===== src/rtl/dbrb_pkg.sv =====
package dbrb_pkg;
  typedef enum logic [1:0] {
    WR_NONE = 2'd0,
    WR_A    = 2'd1,
    WR_B    = 2'd2
  } wr_src_e;

  // Resolve which side writes a given register: the A side wins a collision.
  function automatic wr_src_e pick_src(input logic hit_a, input logic hit_b);
    if (hit_a)      return WR_A;
    else if (hit_b) return WR_B;
    else            return WR_NONE;
  endfunction

  // A gated bus value: zero when not driven.
  function automatic logic [63:0] gate_bus(input logic en, input logic [63:0] v);
    return en ? v : '0;
  endfunction
endpackage


===== src/rtl/dbrb_wdec.sv =====
module dbrb_wdec #(
  parameter int NREGS = 8,
  parameter int SELW  = $clog2(NREGS)
) (
  input  logic [SELW-1:0]  a_wsel,
  input  logic             a_ld_en,
  input  logic [SELW-1:0]  b_wsel,
  input  logic             b_ld_en,
  output logic [NREGS-1:0] hit_a,
  output logic [NREGS-1:0] hit_b
);
  for (genvar i = 0; i < NREGS; i++) begin : g_dec
    assign hit_a[i] = a_ld_en && (a_wsel == SELW'(i));
    assign hit_b[i] = b_ld_en && (b_wsel == SELW'(i));
  end
endmodule


===== src/rtl/dbrb_cell.sv =====
module dbrb_cell
  import dbrb_pkg::*;
#(
  parameter int WIDTH = 16
) (
  input  logic             clk,
  input  logic             rst,
  input  logic             hit_a,
  input  logic             hit_b,
  input  logic [WIDTH-1:0] a_wdata,
  input  logic [WIDTH-1:0] b_wdata,
  output logic [WIDTH-1:0] q
);
  wr_src_e src;
  assign src = pick_src(hit_a, hit_b);

  always_ff @(posedge clk) begin
    if (rst) q <= '0;
    else begin
      case (src)
        WR_A:    q <= a_wdata;
        WR_B:    q <= b_wdata;
        default: q <= q;
      endcase
    end
  end
endmodule


===== src/rtl/dbrb_rport.sv =====
module dbrb_rport
  import dbrb_pkg::*;
#(
  parameter int NREGS = 8,
  parameter int WIDTH = 16,
  parameter int SELW  = $clog2(NREGS)
) (
  input  logic [NREGS-1:0][WIDTH-1:0] regs,
  input  logic [SELW-1:0]             rsel,
  input  logic                        drv_en,
  output logic [WIDTH-1:0]            rdata
);
  logic [WIDTH-1:0] picked;
  logic [63:0]      gated;
  assign picked = regs[rsel];
  assign gated  = gate_bus(drv_en, 64'(picked));
  assign rdata  = gated[WIDTH-1:0];
endmodule


===== src/rtl/dbrb_top.sv =====
module dbrb_top #(
  parameter int NREGS = 8,
  parameter int WIDTH = 16,
  localparam int SELW = $clog2(NREGS)
) (
  input  logic             clk,
  input  logic             rst,
  input  logic [SELW-1:0]  a_rsel,
  input  logic             a_drv_en,
  output logic [WIDTH-1:0] a_rdata,
  input  logic [SELW-1:0]  b_rsel,
  input  logic             b_drv_en,
  output logic [WIDTH-1:0] b_rdata,
  input  logic [SELW-1:0]  a_wsel,
  input  logic             a_ld_en,
  input  logic [WIDTH-1:0] a_wdata,
  input  logic [SELW-1:0]  b_wsel,
  input  logic             b_ld_en,
  input  logic [WIDTH-1:0] b_wdata
);
  logic [NREGS-1:0]            hit_a, hit_b;
  logic [NREGS-1:0][WIDTH-1:0] regs;
  logic                        wr_clash;

  assign wr_clash = |(hit_a & hit_b);

  dbrb_wdec #(.NREGS(NREGS)) u_wdec (
    .a_wsel(a_wsel), .a_ld_en(a_ld_en),
    .b_wsel(b_wsel), .b_ld_en(b_ld_en),
    .hit_a(hit_a), .hit_b(hit_b)
  );

  for (genvar i = 0; i < NREGS; i++) begin : g_reg
    dbrb_cell #(.WIDTH(WIDTH)) u_cell (
      .clk(clk), .rst(rst),
      .hit_a(hit_a[i]), .hit_b(hit_b[i]),
      .a_wdata(a_wdata), .b_wdata(b_wdata),
      .q(regs[i])
    );
  end

  dbrb_rport #(.NREGS(NREGS), .WIDTH(WIDTH)) u_rport_a (
    .regs(regs), .rsel(a_rsel), .drv_en(a_drv_en), .rdata(a_rdata)
  );
  dbrb_rport #(.NREGS(NREGS), .WIDTH(WIDTH)) u_rport_b (
    .regs(regs), .rsel(b_rsel), .drv_en(b_drv_en), .rdata(b_rdata)
  );
endmodule


===== config.mk =====
export PLATFORM = sky130hd
export DESIGN_NAME = dbrb_top
export DESIGN_NICKNAME = d
export VERILOG_FILES = /design/src/rtl/dbrb_pkg.sv /design/src/rtl/dbrb_wdec.sv /design/src/rtl/dbrb_cell.sv /design/src/rtl/dbrb_rport.sv /design/src/rtl/dbrb_top.sv
export SDC_FILE = /design/constraint.sdc
export NUM_CORES = 1
export LEC_CHECK = 0
export BUFFER_PORTS_ARGS = -buffer_cell sky130_fd_sc_hd__buf_4
export CAP_MARGIN = 10
export CELL_PAD_IN_SITES_DETAIL_PLACEMENT = 1
export CELL_PAD_IN_SITES_GLOBAL_PLACEMENT = 2
export CORE_MARGIN = 2
export CORE_UTILIZATION = 36
export CTS_CLUSTER_SIZE = 16
export DETAILED_ROUTE_END_ITERATION = 8
export PLACE_DENSITY = 0.87
export SYNTH_ARGS = -nofsm -noshare
export SYNTH_HDL_FRONTEND = slang
export SYNTH_SLANG_ARGS = --single-unit

===== constraint.sdc =====
create_clock -name clk -period 1.3 [get_ports clk]
set_input_delay 0 -clock clk [delete_from_list [all_inputs] [get_ports clk]]
set_output_delay 0 -clock clk [all_outputs]
set_load 0.05 [all_outputs]

==> metrics.md, run 1 <==
| Metric | Value |
|---|---|
| IO Pins | 82 |
| Drt total wl | about 35,000 µm |
| Vias in the first global route | 8,735 |
| FP Rows | 54 |
| Worst-skew pair later-pin latency | 0.42 ns |
| CP Capture Type | output port |
| Rel. slew slack | 26.8% |
| Max-cap violations | 0 |
| Multi-input gate area | 5250 µm² |
| DR iter-0 viols | approximately 610 |
| Seq cells post-synth | 128 |
| Syn avg cell area | 8.16 µm² |
| Status | finished, violations left |
| Port Buffers | 81 |
| Unrepaired setup endpoints after global routing | true |
| Mapped Area | 8070 µm² |
| Finished Layout Cells | ~1,400 |
| Core Util, Final | 49.9% |
| CP cell instances | mux4_2 -> inv_2 -> a221oi_4 -> buf_6 |
| Most frequent cells in the layout | 256 x nand2_1, 128 x nor2_1, 118 x a311oi_1 |
| Final Wtd Congestion | 0.816 |
| Die area | 23,600 µm² |
| Drt wl/cell | 25.7 µm |
| CTS tree | built |
| DRT Pass-1 Iters | 5 |
| Clock buffer depth | 2 |
| Final max-slew violation count | 0 |
| Period minus WS final | 1.63 ns |
| Nets | 1,112 |
| Syn Nets | 1,039 |
| Post-synth ARST share | 0% |
| Area Overhead vs Synth | 35.3% |
| Yosys cell types | 26 |
| Sequential share of the synthesized area | 31.7% |
| Worst-Margin Slew | 1.09 ns |
| Reg with most FFs | g.u_cell.q |
| Top flop regs | g.u_cell.q: 128 flops |
| Placed cell areas | around 10000 µm² |
| Final setup violation count | 32 |
| CP startpoint kind | flop |
| Critical path arrival | about 1.6 ns |
| Gr usage total | just under 30% |
| Worst vdd rail ir drop | 0.743 mV |
| Core ar. | between 20,000 and 25,000 µm² |
| CP peak stage delay | 0.52 ns |
| Die H | 154 µm |
| Post-Place Setup Slack | -0.159 ns |
| Pwr dens | about 1100 nW/µm² |
| Vias | 8,505 |
| Initial antenna violation count | 1 |
| Clk sinks | about 130 |
| Top_reg_cell synth | dfxtp_1 |
| Max reg flops | 128 |
| Final instance area | 10,900 µm² |
| Commonest non-fill, non-tap cell in the layout | nand2_1 |
| Mapped Cells | roughly 1,000 |
| Fillers | ~2,500 |
| Worst min-delay path category | primary input to flop |
| Global-route wire length before repair | ~54,000 µm |
| Crit path max fanout | 3 |
| FF/Latch Area | approximately 2600 µm² |
| Layout cells sized above 1 | 32.8% |
| FMAX | 612 MHz |
| Initial Utilization | 36.9% |
| Inserted Clock Buffers | 17 |
| Post-synth EDFFs | 0 |
| Worst setup path category | flop to output port |
| Gr ovfl total | 0 |
| Failing checks | setup timing |
| Die W | 154 µm |
| # DRC | 0 |
| Period utilization | 126% |
| HPWL Detailed | 22,200 µm |
| Final hold vios | 0 |
| Dpl cells | 1,284 |
| # H-tree levels | 4 |
| Vias/cell | ~6.3 |
| Leakage | 3.91 nW |
| Clk slew on worst S/H paths | 0.06 ns |
| Slowest CP cell | mux4_2 |
| Data required, critical path | 1.30 ns |
| Clock skew after layout | 0 ns |
| Largest net degree at the start of global routing | 37 |
| Yosys warning count | 0 |
| Final ANT Viol Nets | 0 |
| Final WS setup | -0.334 ns |
| Clk root buf | clkbuf_16 |
cells by family (layout without fill, tap and decap cells):
kind of cell           Yosys count  after routing  synth area share, %
AND/OR/NAND/NOR                412            412                 21.2
AO/OA/AOI/OAI                  192            192                 19.8
buffers and inverters          161            247                 9.87
flip-flops                     128            128                 31.7
multiplexers                    96             96                 17.4
other                            0              1                    0
worst max-delay path: cells and delay by family, from the launching register on:
kind | cells | cell delay (ns)
compound gates | 1 | 0.06
buf+inv | 2 | 0.29
mux | 1 | 0.52
flops | 1 | 0.33
per-stage QoR:
stage / hold slack (ns) / power (W) / TNS, ns
after global routing: 0.0929 / 0.0121 / -10.67
after CTS: 0.0821 / 0.0118 / -9.64
after global placement: 0.335 / 0.00655 / -1.82
after detailed placement: 0.340 / 0.00659 / -2.44
final: 0.0962 / 0.0118 / -9.33
after floorplan: 0.191 / 0.00578 / -0.628
synth_stat cells (32+ instances only):
library cell  count  area (µm²)
a221oi_1         32         280
mux2i_1          32         320
dfxtp_1         128        2560
mux2_2           32         360
a311oi_1        122        1070
buf_2            37         185
nand2_1         256         961
nor2_1          130         488
mux4_2           32         721
o21ai_0          32         160
inv_1            32         120
clkbuf_1         49         184
worst paths after layout:
check	cells after the start	start	end	slack, ns
setup / recovery	4	g_reg[7].u_cell.q[4]	a_rdata[4]	-0.33
hold / removal	5	b_wsel[1]	g_reg[0].u_cell.q[14]	0.1
setup reg to reg	2	g_reg[2].u_cell.q[10]	g_reg[2].u_cell.q[10]	0.42
hold reg to reg	2	g_reg[7].u_cell.q[2]	g_reg[7].u_cell.q[2]	0.49
area by class of cell:
cell class / count / area share (%)
well taps: 280 / 3.21
flip-flops and latches: 128 / 23.8
repair buffers: 183 / 18.2
clock inverters: 9 / 1.20
clock buffers: 23 / 4.37
inverters: 32 / 1.12
diodes: 1 / 0.0229
multi-input cells: 700 / 48.1
power by group:
part	leakage (nW)	switching (W)	internal, W
Clock	0.289	0.00189	0.00317
Sequential	1.06	0.000154	0.00413
Combinational	2.56	0.00146	0.00101
Total	3.91	0.00350	0.00831
repair_timing:
| item | in CTS | in global routing |
|---|---|---|
| buffers inserted | 0 | 5 |
| hold endpoints to repair | 128 | 0 |
| setup endpoints to repair | 32 | 43 |
| pin swaps | 1 | 5 |
| hold buffers | 46 | 0 |
| gates resized for setup | 95 | 28 |
per-layer routing:
metal,track usage (%),wire length [µm],vias up
met1,35.9,14000,4307
met4,13.1,1330,0
met3,5.07,2070,108
met2,51.4,17500,378
li1,-,-,3712
met5,0,0,-
No activity file was read; power rests on OpenSTA's default activity.
==> run 2, diff against run 1 <==
--- a/config.mk
+++ b/config.mk
@@ -13,7 +13,9 @@
 export CORE_UTILIZATION = 36
 export CTS_CLUSTER_SIZE = 16
 export DETAILED_ROUTE_END_ITERATION = 8
+export GPL_TIMING_DRIVEN = 0
 export PLACE_DENSITY = 0.87
+export SETUP_SLACK_MARGIN = 0.1
 export SYNTH_ARGS = -nofsm -noshare
 export SYNTH_HDL_FRONTEND = slang
 export SYNTH_SLANG_ARGS = --single-unit
==> run 2 against run 1 <==
  * The run still ends with setup timing left
  * Non-clock buffer count grew 14
  * Clock skew is the same
  * Via count shrank 2.0%
  * Critical path depth is the same
  * Cell count grew 1.0%
  * Combinational power shrank 6%
  * Wire length grew 0.15%
  * Fmax shrank 3.2%
  * Hold slack lost 0.052 ns
  * Count of clock-buffer cells in the layout is the same
  * Largest cell class unchanged
==> metrics.md, run 2 (synthesis results as in run 1) <==
| Metric | Value |
|---|---|
| Status | finished, violations left |
| Failing checks | setup timing |
| CTS tree | built |
| # H-tree levels | 4 |
| CP cell instances | mux4_2 -> inv_4 -> a221oi_4 -> buf_6 |
| Port Buffers | 42 |
| Clock buffer depth | 2 |
| Final instance area | 10,400 µm² |
| Max reg flops | 128 |
| DRT Pass-1 Iters | 5 |
| Metal2 WL | 16,800 µm |
| Nets | between 1,000 and 1,500 |
| Finished Layout Cells | 1,370 |
| Most frequent cells in the layout | 256 x nand2_1, 128 x nor2_1, 122 x a311oi_1 |
| Commonest non-fill, non-tap cell in the layout | nand2_1 |
| Clk root buf | clkbuf_16 |
| Die W | 154 µm |
| Post-Place Setup Slack | -0.402 ns |
| Vias | roughly 8,300 |
| Gr ovfl total | 0 |
| Core ar. | 21,900 µm² |
| HPWL Detailed | 25,500 µm |
| Period utilization | 130% |
| Period minus WS final | between 1.5 and 2 ns |
| Drt wl/cell | 25.5 µm |
| Top flop regs | g.u_cell.q: 128 flops |
| Vias in the first global route | 8,375 |
| Clk slew on worst S/H paths | 0.06 ns |
| DR top layer | met4 |
| Die area | approximately 24,000 µm² |
| Largest net degree at the start of global routing | 17 |
| Initial Utilization | 36.9% |
| Met3 wire length | 1760 µm |
| Dpl cells | 1,311 |
| Worst vdd rail ir drop | between 0.6 and 0.7 mV |
| Crit path max fanout | 3 |
| Worst min-delay path category | primary input to flop |
| FP Rows | 54 |
| Inserted Clock Buffers | 17 |
| CP Capture Type | output port |
| Layout cells sized above 1 | 32.0% |
| Final TNS setup | -10.13 ns |
| Unrepaired setup endpoints after global routing | true |
| DR iter-0 viols | 741 |
| Drt total wl | 34,900 µm |
| Final hold vios | 0 |
| Max-cap violations | 0 |
| Reg with most FFs | g.u_cell.q |
| Global-route wire length before repair | 52,700 µm |
| Leakage | 3.67 nW |
| Pwr dens | between 1000 and 1500 nW/µm² |
| Worst setup path category | flop to output port |
| Data required, critical path | roughly 1.3 ns |
| Final max-slew violation count | 0 |
| FMAX | around 600 MHz |
| Initial antenna violation count | 1 |
| Clock skew after layout | 0 ns |
| Final ANT Viol Nets | 0 |
| Total power | 0.0120 W |
| CP peak stage delay | 0.52 ns |
| IO Pins | 82 |
| Final setup violation count | 32 |
| Clk sinks | 128 |
| Critical path arrival | between 1.5 and 2 ns |
| Die H | 154 µm |
| Met1 wire length | about 16,000 µm |
| Final Wtd Congestion | 0.871 |
| Worst-skew pair later-pin latency | 0.43 ns |
| Area Overhead vs Synth | 29.0% |
| # DRC | 0 |
| Gr usage total | 29.2% |
| Worst-Margin Slew | around 0.90 ns |
| Slowest CP cell | mux4_2 |
| Placed cell areas | 9330 µm² |
| Rel. slew slack | 40.0% |
| CP startpoint kind | flop |
| Final WS setup | -0.388 ns |
| Vias/cell | 6.09 |
[run 2: worst max-delay path, delay by kind of cell (launching register included)]
family | cells | cell delay [ns]
mux | 1 | 0.52
flops | 1 | 0.34
buf+inv | 2 | 0.31
compound gates | 1 | 0.08
[run 2: layer usage]
metal  vias up  GRT usage (%)
met3        57           3.64
met4         0           9.04
met1      4221           40.3
met2       312           47.7
li1       3749              -
met5         -              0
[run 2: final timing paths]
kind	startpoint	endpoint	slack [ns]	cells past startpoint
hold reg to reg	g_reg[7].u_cell.q[0]	g_reg[7].u_cell.q[0]	0.49	2
hold / removal	a_wdata[6]	g_reg[2].u_cell.q[6]	0.04	3
setup reg to reg	g_reg[7].u_cell.q[11]	g_reg[7].u_cell.q[11]	0.35	3
setup / recovery	g_reg[7].u_cell.q[2]	a_rdata[2]	-0.39	4
[run 2: layout make-up]
class	count	area, µm²
clock buffer	23	488
multi-input combinational	700	5250
fill	2588	11500
timing repair buffer	68	681
clock inverter	9	154
sequential	128	2630
inverter	32	135
antenna	1	2.50
buffer	129	731
tap	280	350
[run 2: report_power, final]
part           internal (W)  switching, W
clock network       0.00341       0.00194
logic              0.000854       0.00146
registers           0.00414      0.000161
[run 2: through the flow]
stage,util (%),hold WS (ns)
2_1_floorplan,-,0.191
5_1_grt,47.6,0.0603
3_5_place_dp,42.6,0.358
4_1_cts,47.4,0.0327
3_3_place_gp,42.6,0.352
6_report,47.6,0.0441
[run 2: what timing repair did]
action | CTS | global route
pin swaps | 2 | 2
buffers inserted | 4 | 2
resized for setup | 110 | 27
hold buffers | 20 | 0
hold endpoints to repair | 128 | 0
setup endpoints to repair | 32 | 42
==> run 3, diff against run 2 <==
--- a/config.mk
+++ b/config.mk
@@ -5,17 +5,19 @@
 export SDC_FILE = /design/constraint.sdc
 export NUM_CORES = 1
 export LEC_CHECK = 0
+export ABC_AREA = 1
 export BUFFER_PORTS_ARGS = -buffer_cell sky130_fd_sc_hd__buf_4
 export CAP_MARGIN = 10
 export CELL_PAD_IN_SITES_DETAIL_PLACEMENT = 1
 export CELL_PAD_IN_SITES_GLOBAL_PLACEMENT = 2
 export CORE_MARGIN = 2
-export CORE_UTILIZATION = 36
+export CORE_UTILIZATION = 32
 export CTS_CLUSTER_SIZE = 16
 export DETAILED_ROUTE_END_ITERATION = 8
 export GPL_TIMING_DRIVEN = 0
-export PLACE_DENSITY = 0.87
+export PLACE_DENSITY = 0.88
 export SETUP_SLACK_MARGIN = 0.1
 export SYNTH_ARGS = -nofsm -noshare
 export SYNTH_HDL_FRONTEND = slang
+export SYNTH_HIERARCHICAL = 1
 export SYNTH_SLANG_ARGS = --single-unit
==> run 3 against run 2 <==
  * The run still ends with setup timing left
  * Design area up 32%
  * Via count up 45%
  * Fmax up 9.4%
  * Critical endpoint is now b_rdata[13]
  * Largest power group unchanged
  * Highest routed layer unchanged
==> metrics.md, run 3 <==
| Metric | Value |
|---|---|
| Placed cell areas | 11,500 µm² |
| Core Util, Final | 43.4% |
| FMAX | 648 MHz |
| Post-synthesis mux area share | 0% |
| Rel. slew slack | roughly 34% |
| Port Buffers | 77 |
| Clock buffer depth | 2 |
| Worst setup path category | flop to output port |
| Dpl cells | around 2,300 |
| Yosys warning count | 6 |
| Final WS setup | -0.243 ns |
| Max-cap violations | 0 |
| Nets | 2,063 |
| Worst min-delay path category | primary input to flop |
| Commonest non-fill, non-tap cell in the layout | nand2_1 |
| Yosys cell types | 16 |
| Reg with most FFs | g.u_cell/q |
| Worst-Margin Slew | 0.992 ns |
| Status | finished, violations left |
| Clock skew after layout | 0 ns |
| Drt total wl | 47,300 µm |
| Mapped Cells | ~1,900 |
| Seq cells post-synth | about 130 |
| Core ar. | about 32,000 µm² |
| Post-synth EDFFs | 0 |
| Sequential share of the synthesized area | between 20% and 30% |
| Max reg flops | ~130 |
| Synth top area share | between 20% and 30% |
| Inserted Clock Buffers | 17 |
| Die H | 184 µm |
| Mapped Area | 10,400 µm² |
| Syn avg cell area | 5.57 µm² |
| Top_reg_cell synth | dfxtp_1 |
| Area Overhead vs Synth | 32.7% |
| Worst-skew pair later-pin latency | 0.44 ns |
| Gr usage total | 28.5% |
| Clk slew on worst S/H paths | 0.06 ns |
| DRT Pass-1 Iters | 5 |
| Initial antenna violation count | 0 |
| Most numerous cell in the Yosys netlist | nand2_1 |
| Post-synth top cells | 692 x nand2_1, 416 x nand3_1, 398 x inv_1 |
| Drt wl/cell | between 15 and 20 µm |
| Global-route wire length before repair | 72,100 µm |
| Vias | ~12,000 |
| Biggest area consumer among synthesized cells | nand2_1 |
| Total power | around 0.012 W |
| # DRC | 0 |
| Final hold vios | 0 |
| Top flop regs | g.u_cell/q: 128 flops |
| Crit path max fanout | 3 |
| Final instance area | 13,800 µm² |
| Critical path arrival | 1.54 ns |
| CP Capture Type | output port |
| Synth Area in Adders | 0% |
| FP Rows | between 60 and 70 |
| Initial Utilization | 32.7% |
| Failing checks | setup timing |
| Die W | 184 µm |
| Largest net degree at the start of global routing | 17 |
| HPWL Detailed | roughly 36,000 µm |
| Gr ovfl total | 0 |
| Period minus WS final | 1.54 ns |
| DR iter-0 viols | roughly 720 |
| Largest family of logic cells by synthesized area | simple AND/OR/NAND/NOR gates |
| Fillers | 4,246 |
| # H-tree levels | 4 |
| Most frequent cells in the layout | 612 x nand2_1, 342 x inv_1, 334 x nand3_1 |
| Final ANT Viol Nets | 0 |
| Simple-gate share of the synthesized area | between 50% and 60% |
| Vias in the first global route | 12,500 |
| Period utilization | 119% |
| Vias/cell | ~5 |
| Synth Area in Compound Gates | 0% |
| Data required, critical path | approximately 1.3 ns |
| Final max-slew violation count | 0 |
| FF/Latch Area | 2780 µm² |
| Post-synth ARST share | 0% |
| Worst vdd rail ir drop | 0.960 mV |
| Multi-input gate area | 6160 µm² |
| Synth area leaders | nand2_1 25%, dfxtp_1 25%, nand3_1 20% |
| Clk root buf | clkbuf_16 |
| Finished Layout Cells | 2,427 |
| Syn Nets | 1,914 |
| Clk sinks | about 130 |
| CP startpoint kind | flop |
| IO Pins | 82 |
| Xor/xnor share of the synthesized area | 0% |
| CTS tree | built |
| Layout cells sized above 1 | 33.3% |
| Ant. Diodes | 0 |
| Unrepaired setup endpoints after global routing | true |
| Final Wtd Congestion | 0.883 |
| Leakage | 7.19 nW |
| Pwr dens | 904 nW/µm² |
| Die area | 33,900 µm² |
| Final setup violation count | 32 |
[run 3: path summary, 6_finish.rpt]
check | slack [ns] | cells past startpoint | to | startpoint
max | -0.24 | 7 | b_rdata[13] | g_reg[7].u_cell/q[13]
min | 0.02 | 4 | g_reg[3].u_cell/q[14] | rst
max reg2reg | 0.42 | 6 | g_reg[6].u_cell/q[4] | g_reg[6].u_cell/q[4]
min reg2reg | 0.55 | 4 | g_reg[0].u_cell/q[10] | g_reg[0].u_cell/q[10]
[run 3: cell families after synthesis]
logic type	after synthesis
simple gates	1220
buf+inv	516
flops	128
[run 3: layout make-up]
type	count	area share [%]
clock buffers	20	3.31
inverters	410	11.3
clock inverters	11	0.836
repair buffers	130	8.95
flip-flops and latches	128	20.2
plain buffers	106	7.07
well taps	402	3.65
multi-input cells	1220	44.7
[run 3: critical path, stage by stage (launching register included)]
cell and delay (ns):
dfxtp_2 0.35, inv_1 0.05, nand2_1 0.06, nand3_1 0.07
nand3_1 0.10, nand2_1 0.10, nor2_2 0.18, buf_6 0.19
[run 3: power breakdown]
part	total, W	switching [W]	internal (W)
registers	0.00422	0.000150	0.00407
clock network	0.00492	0.00203	0.00289
logic	0.00331	0.00215	0.00116
[run 3: what timing repair did]
| action | CTS | global route |
|---|---|---|
| pin swaps | 80 | 103 |
| hold endpoints to repair | 107 | 0 |
| hold buffers | 32 | 0 |
| setup endpoints to repair | 32 | 33 |
| buffers inserted | 15 | 7 |
| gates resized for setup | 264 | 200 |
[run 3: layer usage]
layer / up-vias / track usage [%] / part of all wire, %
met2: 314 / 49.0 / 48
met4: 0 / 7.58 / 2.1
met1: 5918 / 37.5 / 45
met5: - / 0 / 0
li1: 5839 / - / -
met3: 61 / 3.73 / 4.5
[run 3: through the flow]
| stage | setup slack, ns | TNS [ns] | hold slack (ns) |
|---|---|---|---|
| after floorplan | 0.261 | 0 | 0.204 |
| after global placement | -0.0498 | -0.400 | 0.412 |
| after detailed placement | -0.0776 | -1.53 | 0.427 |
| after CTS | -0.247 | -6.51 | 0.00131 |
| after global routing | -0.277 | -7.81 | 0.0450 |
| final | -0.243 | -5.71 | 0.0204 |
